`src/rtl/tvg_pkg.sv`:
```
package tvg_pkg;
  localparam int TT_W    = 9;
  localparam int PST_W   = 13;
  localparam int HPST_W  = 11;
  localparam int INST_B  = 4;

  localparam logic [TT_W-1:0] TT_POWERON = 9'd1;
  localparam logic [TT_W-1:0] TT_WDOG    = 9'd2;
  localparam logic [TT_W-1:0] TT_REDX    = 9'd5;
  localparam logic [TT_W-1:0] TT_HYP_MIN = 9'd384;

  localparam logic [PST_W-1:0]  PST_RESET  = 13'h014;
  localparam logic [HPST_W-1:0] HPST_RESET = 11'h024;

  typedef enum logic [1:0] {
    TGT_PRIV = 2'd0,
    TGT_HYP  = 2'd1,
    TGT_RED  = 2'd2,
    TGT_ERR  = 2'd3
  } tgt_e;

  typedef enum logic [1:0] {
    LVL_USER = 2'd0,
    LVL_PRIV = 2'd1,
    LVL_HYP  = 2'd2
  } lvl_e;
endpackage

```
`src/rtl/tvg_level_decode.sv`:
```
module tvg_level_decode
  import tvg_pkg::*;
(
  input  logic hpriv_bit,
  input  logic priv_bit,
  output lvl_e cur_lvl,
  output lvl_e next_lvl
);
  always_comb begin
    if (hpriv_bit)     cur_lvl = LVL_HYP;
    else if (priv_bit) cur_lvl = LVL_PRIV;
    else               cur_lvl = LVL_USER;
    next_lvl = (cur_lvl == LVL_USER) ? LVL_PRIV : cur_lvl;
  end
endmodule

```
`src/rtl/tvg_target_sel.sv`:
```
module tvg_target_sel
  import tvg_pkg::*;
#(
  parameter int TL_W    = 3,
  parameter int MAX_TL  = 6,
  parameter int MAX_PTL = 2
) (
  input  logic            por,
  input  logic [TL_W-1:0] tl,
  input  logic            red_bit,
  input  lvl_e            next_lvl,
  input  logic [TT_W-1:0] tt_in,
  output tgt_e            tgt,
  output logic [TT_W-1:0] tt_out,
  output logic            deep_tl
);
  localparam logic [TL_W-1:0] TL_TOP  = TL_W'(MAX_TL);
  localparam logic [TL_W-1:0] TL_LAST = TL_W'(MAX_TL - 1);
  localparam logic [TL_W-1:0] TL_PLIM = TL_W'(MAX_PTL);

  always_comb begin
    tgt     = TGT_PRIV;
    tt_out  = tt_in;
    deep_tl = (tl != '0);
    if (por) begin
      tgt    = TGT_RED;
      tt_out = TT_POWERON;
    end else if (red_bit || tl == TL_LAST) begin
      tgt    = TGT_RED;
      tt_out = TT_REDX;
    end else if (tl >= TL_TOP) begin
      tgt    = TGT_ERR;
    end else if (tl > TL_PLIM && next_lvl == LVL_PRIV) begin
      tgt    = TGT_HYP;
      tt_out = TT_WDOG;
    end else if (next_lvl == LVL_HYP || tt_in >= TT_HYP_MIN) begin
      tgt    = TGT_HYP;
    end
  end
endmodule

```
`src/rtl/tvg_vector_calc.sv`:
```
module tvg_vector_calc
  import tvg_pkg::*;
#(
  parameter int          VA_W     = 64,
  parameter logic [63:0] RED_BASE = 64'h0000_00FF_F000_0000
) (
  input  tgt_e            tgt,
  input  logic [TT_W-1:0] tt,
  input  logic [VA_W-1:0] tba,
  input  logic [VA_W-1:0] htba,
  input  logic            deep_tl,
  output logic [VA_W-1:0] pc,
  output logic [VA_W-1:0] npc,
  output logic [VA_W-1:0] nnpc
);
  localparam logic [VA_W-1:0] RED_VA = RED_BASE[VA_W-1:0];
  localparam logic [VA_W-1:0] STEP   = VA_W'(INST_B);

  logic [VA_W-1:0] off14, off8, red_va, hyp_va, prv_va;

  always_comb begin
    off14  = '0;
    off14[13:5] = tt;
    off8   = '0;
    off8[7:5] = tt[2:0];
    red_va = RED_VA | off8;
    hyp_va = {htba[VA_W-1:14], 14'd0} | off14;
    prv_va = {tba[VA_W-1:15], deep_tl, 14'd0} | off14;
    unique case (tgt)
      TGT_RED:  pc = red_va;
      TGT_HYP:  pc = hyp_va;
      TGT_PRIV: pc = prv_va;
      default:  pc = '0;
    endcase
    if (tgt == TGT_ERR) begin
      npc  = '0;
      nnpc = '0;
    end else begin
      npc  = pc + STEP;
      nnpc = pc + (STEP << 1);
    end
  end
endmodule

```
`src/rtl/trap_vector_gen.sv`:
```
module trap_vector_gen
  import tvg_pkg::*;
#(
  parameter int          VA_W     = 64,
  parameter int          TL_W     = 3,
  parameter int          MAX_TL   = 6,
  parameter int          MAX_PTL  = 2,
  parameter int          GL_W     = 3,
  parameter int          MAX_GL   = 3,
  parameter logic [63:0] RED_BASE = 64'h0000_00FF_F000_0000
) (
  input  logic              clk,
  input  logic              rst,
  input  logic              trap_req,
  input  logic              por_req,
  input  logic [TL_W-1:0]   cur_tl,
  input  logic              priv_bit,
  input  logic              hpriv_bit,
  input  logic              red_bit,
  input  logic [8:0]        trap_type,
  input  logic [VA_W-1:0]   tba,
  input  logic [VA_W-1:0]   htba,
  output logic              done,
  output logic [1:0]        target,
  output logic [8:0]        eff_tt,
  output logic [VA_W-1:0]   pc,
  output logic [VA_W-1:0]   npc,
  output logic [VA_W-1:0]   nnpc,
  output logic [TL_W-1:0]   init_tl,
  output logic [GL_W-1:0]   init_gl,
  output logic [12:0]       init_pstate,
  output logic [10:0]       init_hpstate,
  output logic              init_tick_msb
);
  lvl_e            cur_lvl, next_lvl;
  tgt_e            sel_tgt;
  logic [TT_W-1:0] sel_tt;
  logic            deep_tl;
  logic [VA_W-1:0] v_pc, v_npc, v_nnpc;
  logic            fire;

  assign fire = trap_req | por_req;

  tvg_level_decode u_lvl (
    .hpriv_bit (hpriv_bit),
    .priv_bit  (priv_bit),
    .cur_lvl   (cur_lvl),
    .next_lvl  (next_lvl)
  );

  tvg_target_sel #(.TL_W(TL_W), .MAX_TL(MAX_TL), .MAX_PTL(MAX_PTL)) u_sel (
    .por      (por_req),
    .tl       (cur_tl),
    .red_bit  (red_bit),
    .next_lvl (next_lvl),
    .tt_in    (trap_type),
    .tgt      (sel_tgt),
    .tt_out   (sel_tt),
    .deep_tl  (deep_tl)
  );

  tvg_vector_calc #(.VA_W(VA_W), .RED_BASE(RED_BASE)) u_vec (
    .tgt     (sel_tgt),
    .tt      (sel_tt),
    .tba     (tba),
    .htba    (htba),
    .deep_tl (deep_tl),
    .pc      (v_pc),
    .npc     (v_npc),
    .nnpc    (v_nnpc)
  );

  always_ff @(posedge clk) begin
    if (rst) begin
      done   <= 1'b0;
      target <= 2'd0;
      eff_tt <= '0;
      pc     <= '0;
      npc    <= '0;
      nnpc   <= '0;
    end else begin
      done <= fire;
      if (fire) begin
        target <= sel_tgt;
        eff_tt <= sel_tt;
        pc     <= v_pc;
        npc    <= v_npc;
        nnpc   <= v_nnpc;
      end
    end
  end

  always_ff @(posedge clk) begin
    if (rst) begin
      init_tl       <= '0;
      init_gl       <= '0;
      init_pstate   <= '0;
      init_hpstate  <= '0;
      init_tick_msb <= 1'b0;
    end else if (por_req) begin
      init_tl       <= TL_W'(MAX_TL);
      init_gl       <= GL_W'(MAX_GL);
      init_pstate   <= PST_RESET;
      init_hpstate  <= HPST_RESET;
      init_tick_msb <= 1'b1;
    end
  end
endmodule

```
`config.mk`:
```
export PLATFORM = sky130hd
export DESIGN_NAME = trap_vector_gen
export DESIGN_NICKNAME = d
export VERILOG_FILES = /design/src/rtl/tvg_pkg.sv /design/src/rtl/tvg_level_decode.sv /design/src/rtl/tvg_target_sel.sv /design/src/rtl/tvg_vector_calc.sv /design/src/rtl/trap_vector_gen.sv
export SDC_FILE = /design/constraint.sdc
export NUM_CORES = 1
export LEC_CHECK = 0
export BUFFER_PORTS_ARGS = -buffer_cell sky130_fd_sc_hd__buf_4
export CAP_MARGIN = 30
export CELL_PAD_IN_SITES_DETAIL_PLACEMENT = 0
export CELL_PAD_IN_SITES_GLOBAL_PLACEMENT = 1
export CORE_MARGIN = 4
export CORE_UTILIZATION = 30
export DETAILED_ROUTE_END_ITERATION = 8
export PLACE_DENSITY_LB_ADDON = 0.1
export SYNTH_ARGS = -nofsm -noshare
export SYNTH_HDL_FRONTEND = slang
export SYNTH_SLANG_ARGS = --single-unit
```
`constraint.sdc`:
```
create_clock -name clk -period 1.4 [get_ports clk]
set_input_delay 0.07 -clock clk [delete_from_list [all_inputs] [get_ports clk]]
set_output_delay 0.07 -clock clk [all_outputs]
set_load 0.03 [all_outputs]
```
; Word level (Yosys, flattened, before mapping)
; Index checks and enable logic that the tools add are counted.
[totals]
ff_bits = 206
inputBits = 147
output_inout_bits = 235
elab_cells = 43
[op_classes]
add_sub_neg = 2
magnitude_cmp = 3
n_eq_ne = 6
mux = 15
bitwise_logic = 3
n_reduce_logical = 6
[ops]
columns = operator, count
row1 = one-hot mux 64 bit (3 select lines), 1
row2 = 2-to-1 mux 64 bit, 2
row3 = OR 64 x 14 -> 64 bit, 2
row4 = "adder 64 x 3 -> 64 bit, second input constant", 1
row5 = "adder 64 x 4 -> 64 bit, second input constant", 1
row6 = 2-to-1 mux 9 bit, 4
row7 = 2-to-1 mux 2 bit, 6
row8 = ">= comparator 9 bit, second input constant", 1
row9 = "equality test 2 bit, second input constant", 3
row10 = "equality test 2 x 1 -> 1 bit, second input constant", 2
row11 = zero test 2 bit, 2
row12 = "equality test 3 bit, second input constant", 1
row13 = ">= comparator 3 bit, second input constant", 1
row14 = "greater-than comparator 3 x 2 -> 1 bit, second input constant", 1
row15 = nonzero test 3 bit, 1
row16 = logical OR 1 bit, 2
row17 = 2-to-1 mux 1 bit, 2
row18 = logical AND 1 bit, 1
row19 = OR 1 bit, 1

; Longest topological paths before layout
[logic_depth]
ltp_word = 15
depth_mapped = 6
ltp_nobuf = 3

; Cells and area by module
; A second synthesis with hierarchy kept.
[hier_totals]
cells_unflattened = 1257
hier_area_um2 = 10652.7
[modules_own_cells]
columns = module, n_inst, cells_per_inst, area_per_inst_um2, seq_area_each_um2
row1 = trap_vector_gen, 1, 962, 8698.3, 4103.9
row2 = tvg_vector_calc, 1, 263, 1744.2, 0.0
row3 = tvg_target_sel, 1, 28, 188.9, 0.0
row4 = tvg_level_decode, 1, 4, 21.3, 0.0

; Worst setup path after synthesis
; Ideal clock, no wire load.
[synth_path]
path_kind = input -> register
start = input port cur_tl[2]
end = register pc[14]
setup_time_ns = 0.117
t_arrival_ns = 1.096
required_ns = 1.283
slack_ns = 0.186
stages = 4
path_buffers = 1
cell_sequence = buf_4 a211o_1 or3_1 a32o_1
[synth_via]
elab_chain_cells = 8
word_cells_on_any_way = 15
classes_between = 2 x order compare / 3 x eq/ne / 5 x mux / 1 x bitwise / 4 x reduce/logical
[synth_rtl]
columns = item, line
row1 = "start, declared", trap_vector_gen.sv:16  ; input logic [TL_W-1:0] cur_tl,
row2 = greater-than comparator 3 x 2 -> 1 bit, tvg_target_sel.sv:33  ; end else if (tl > TL_PLIM && next_lvl == LVL_PRIV) begin
row3 = logical AND 1 bit, tvg_target_sel.sv:33
row4 = 2-to-1 mux 2 bit, tvg_target_sel.sv:33
row5 = 2-to-1 mux 2 bit, tvg_target_sel.sv:31  ; end else if (tl >= TL_TOP) begin
row6 = 2-to-1 mux 2 bit, tvg_target_sel.sv:28  ; end else if (red_bit || tl == TL_LAST) begin
row7 = 2-to-1 mux 2 bit, tvg_target_sel.sv:25  ; if (por) begin
row8 = "equality test 2 x 1 -> 1 bit, or another cell as far along", tvg_vector_calc.sv:29  ; unique case (tgt)
row9 = one-hot mux 64 bit (3 select lines) (*), tvg_vector_calc.sv:29
row10 = "end signal, assigned", trap_vector_gen.sv:86  ; pc <= v_pc;
row11 = "end, declared", trap_vector_gen.sv:26  ; output logic [VA_W-1:0] pc,
; Mark *: on every way between the ends. The rest lies on a longest branch, timed or not.
; A chain may end at the register's enable or synchronous reset.

; Worst setup path after layout
[layout_path]
start = input port cur_tl[2]
end = register npc[33]
[layout_via]
elab_chain_cells = 10
word_cells_on_any_way = 23
classes_between = 1 x add/sub / 2 x order compare / 4 x eq/ne / 10 x mux / 2 x bitwise / 4 x reduce/logical
[layout_rtl]
columns = item, line
row1 = greater-than comparator 3 x 2 -> 1 bit, tvg_target_sel.sv:33
row2 = logical AND 1 bit, tvg_target_sel.sv:33
row3 = 2-to-1 mux 2 bit / 2-to-1 mux 9 bit (equally long branches), tvg_target_sel.sv:33
row4 = 2-to-1 mux 2 bit / 2-to-1 mux 9 bit (equally long branches), tvg_target_sel.sv:31
row5 = 2-to-1 mux 2 bit / 2-to-1 mux 9 bit (equally long branches), tvg_target_sel.sv:28
row6 = 2-to-1 mux 2 bit / 2-to-1 mux 9 bit (equally long branches), tvg_target_sel.sv:25
row7 = "equality test 2 x 1 -> 1 bit, or another cell as far along", tvg_vector_calc.sv:29
row8 = one-hot mux 64 bit (3 select lines), tvg_vector_calc.sv:29
row9 = adder 64 x 3 -> 64 bit, tvg_vector_calc.sv:39  ; npc = pc + STEP;
row10 = 2-to-1 mux 64 bit (*), tvg_vector_calc.sv:35  ; if (tgt == TGT_ERR) begin
row11 = "end signal, assigned", trap_vector_gen.sv:87  ; npc <= v_npc;
row12 = "end, declared", trap_vector_gen.sv:27  ; output logic [VA_W-1:0] npc,
; Marked as above.

==> metrics.md <==
| Metric | Value |
|---|---|
| Port Buffers | `between 300 and 400` |
| CP max FO | `40` |
| Detail-routed net length per standard cell | `18.2 um` |
| Main synth FF type | `dfxtp_1` |
| Drt initial violations | `319` |
| WP data required | `1.70 ns` |
| GPL Wtd Cong | `~0.77` |
| Sequential element share of the synthesized area | `40.5%` |
| H-tree level count | `4` |
| Mean post-synth cell area | `8.75 um^2` |
| CTS max path bufs | `2` |
| Clock Sinks | `120` |
| Power Density | `1070 nW/um^2` |
| Core Area | `19500 um^2` |
| Vias in the first global route | `6281` |
| Die area | `~22000 um^2` |
| Hold WS | `0.0104 ns` |
| Final setup violation count | `0` |
| Most common cell after layout, fill and taps aside | `buf_4` |
| Layout area overhead | `60.8%` |
| Gr usage total | `19.9%` |
| First-pass GRT wire length | `34.6 mm` |
| Area of the multi-input gates | `2500 um^2` |
| Initial antenna violation count | `1` |
| Number of synthesis warnings | `0` |
| Die Span X | `149 um` |
| Metal-1 WL | `8.85 mm` |
| Worst hold path class | `input pin to flip-flop` |
| Final ANT Viol Nets | `0` |
| Max-cap viol count | `0` |
| DR vias/cell | `4.93` |
| Largest net degree at the start of global routing | `between 50 and 60` |
| Yosys cell types | `44` |
| Leakage | `approximately 4.1 nW` |
| Initial Utilization | `30.5%` |
| Cells after synthesis | `678` |
| Total number of vias | `roughly 6300` |
| WL final | `23.1 mm` |
| Routed met3 length | `about 2.2 mm` |
| Final setup TNS | `0 ns` |
| Worst vdd ir | `804 uV` |
| Clk_skew | `0 ns` |
| FFs w/ async S/R, synth | `0%` |
| Clk slew on worst S/H paths | `0.06 ns` |
| CP arrival | `1.68 ns` |
| TritonCTS clock tree | `yes` |
| Grt ovf | `0` |
| Fin. max-slew vios | `0` |
| Final std cells w/o fill | `1271` |
| Max Freq | `approximately 720 MHz` |
| Clock Latency Late Sink | `0.41 ns` |
| Pre-CTS setup slack | `0.00937 ns` |
| DR top layer | `met4` |
| Post-synth EDFFs | `0` |
| Post-DP HPWL | `15.8 mm` |
| Final hold violations | `0` |
| Die height | `149 um` |
| Slack of the critical path | `approximately 0.019 ns` |
| Commonest non-fill, non-tap cells in the layout | `335 x buf_4, 117 x dfxtp_1, 91 x dlygate4sd3_1` |
| TritonCTS buffer count | `17` |
| RSZ-0062 raised after global routing | `yes` |
| NumNets Final | `~1100` |
| Register area | `2410 um^2` |
| Final worst path period need | `1.38 ns` |
| Period utilization | `98.7%` |
| Routed met2 length | `11.8 mm` |
| Worst Setup End Kind | `flip-flop` |
| CTS root buffer | `clkbuf_16` |
| Status | `finished clean` |
| Cell Rows | `51` |
| Layout cells sized above 1 | `around two fifths` |
| I/O Pins | `382` |
| Critical path type | `input pin to flip-flop` |
| Startpoint types | `input pin` |
| Initial DRT Pass Iterations | `5` |
| # placed instances | `1142` |
| Total Power | `between 10 and 15 mW` |
| Seq cells post-synth | `120` |
| DRC viols | `0` |
| Post-Synthesis Cell Area | `5940 um^2` |
| Fill cell count | `1847` |
-- area by class of cell --
type	count	share of cell area, %
antenna	1	0.0262
clock buffer	25	5.50
clock inverter	6	1.15
inverter	3	0.118
multi-input combinational	413	26.2
sequential	120	25.2
tap	265	3.47
timing repair buffer	438	38.4
-- metal layers --
layer / GRT usage, % / vias to the layer above
li1: - / 2943
met1: 23.0 / 3002
met2: 35.0 / 301
met3: 6.92 / 23
met4: 5.31 / 0
met5: 0 / -
-- synth_stat cells (all sizes together) (5+ instances only) --
cell | number | area share (%)
nor2 | 26 | 1.6
a311oi | 12 | 1.8
dfxtp | 120 | 40
nand2 | 81 | 5.1
o2111ai | 37 | 5.5
buf | 142 | 18
clkbuf | 34 | 2.2
a211oi | 5 | 0.84
o21ai | 34 | 2.9
nand2b | 6 | 0.63
o211ai | 75 | 9.5
nand3b | 19 | 2.4
nand3 | 50 | 4.2
-- power by group --
part	switching [mW]	leakage (nW)	internal, mW
Combinational	1.11	2.79	0.821
Sequential	0.0905	0.977	3.52
Clock	1.56	0.308	3.12
-- sequential cells by signal, indices dropped and copies added, names as in the netlist --
| register | cells |
|---|---|
| init_tl | 1 |
| pc | 47 |
| npc | 60 |
| target | 2 |
| eff_tt | 9 |
| done | 1 |
-- what timing repair did --
item,in CTS,in global routing
setup buffers,0,5
endpoints found under the hold margin,102,0
gates resized for setup,0,11
endpoints found under the setup margin,0,9
hold buffers,91,0
-- path summary, 6_finish.rpt --
check,from,end,slack (ns),depth (start not counted)
max,cur_tl[2],npc[33]$_SDFFE_PP0P_,0.02,6
max reg2reg,npc[31]$_SDFFE_PP0P_,npc[31]$_SDFFE_PP0P_,0.07,3
min reg2reg,pc[6]$_SDFFE_PP0P_,pc[6]$_SDFFE_PP0P_,0.46,2
min,htba[25],pc[25]$_SDFFE_PP0P_,0.01,3
-- cells by family (layout without fill, tap and decap cells) --
family	count (synthesis)	count (layout)	synth area share [%]
other cells	1	36	0.0632
flops	120	120	40.5
simple gates	201	201	16.8
compound gates	177	177	22.5
buf+inv	179	472	20.2
-- stage by stage --
| step | cell area, um^2 | util [%] |
|---|---|---|
| 3_5_place_dp | 7920 | 40.7 |
| 2_1_floorplan | 6060 | - |
| 5_1_grt | 9550 | 49.1 |
| 6_report | 9550 | 49.1 |
| 4_1_cts | 9460 | 48.6 |
| 3_3_place_gp | 7920 | 40.7 |
-- critical path, stage by stage --
cell and delay [ns]:
buf_4 0.16, a211o_2 0.36, buf_12 0.20, o21ai_0 0.18
a311oi_1 0.12, dlygate4sd3_1 0.57
No activity file was read; power rests on OpenSTA's default activity.
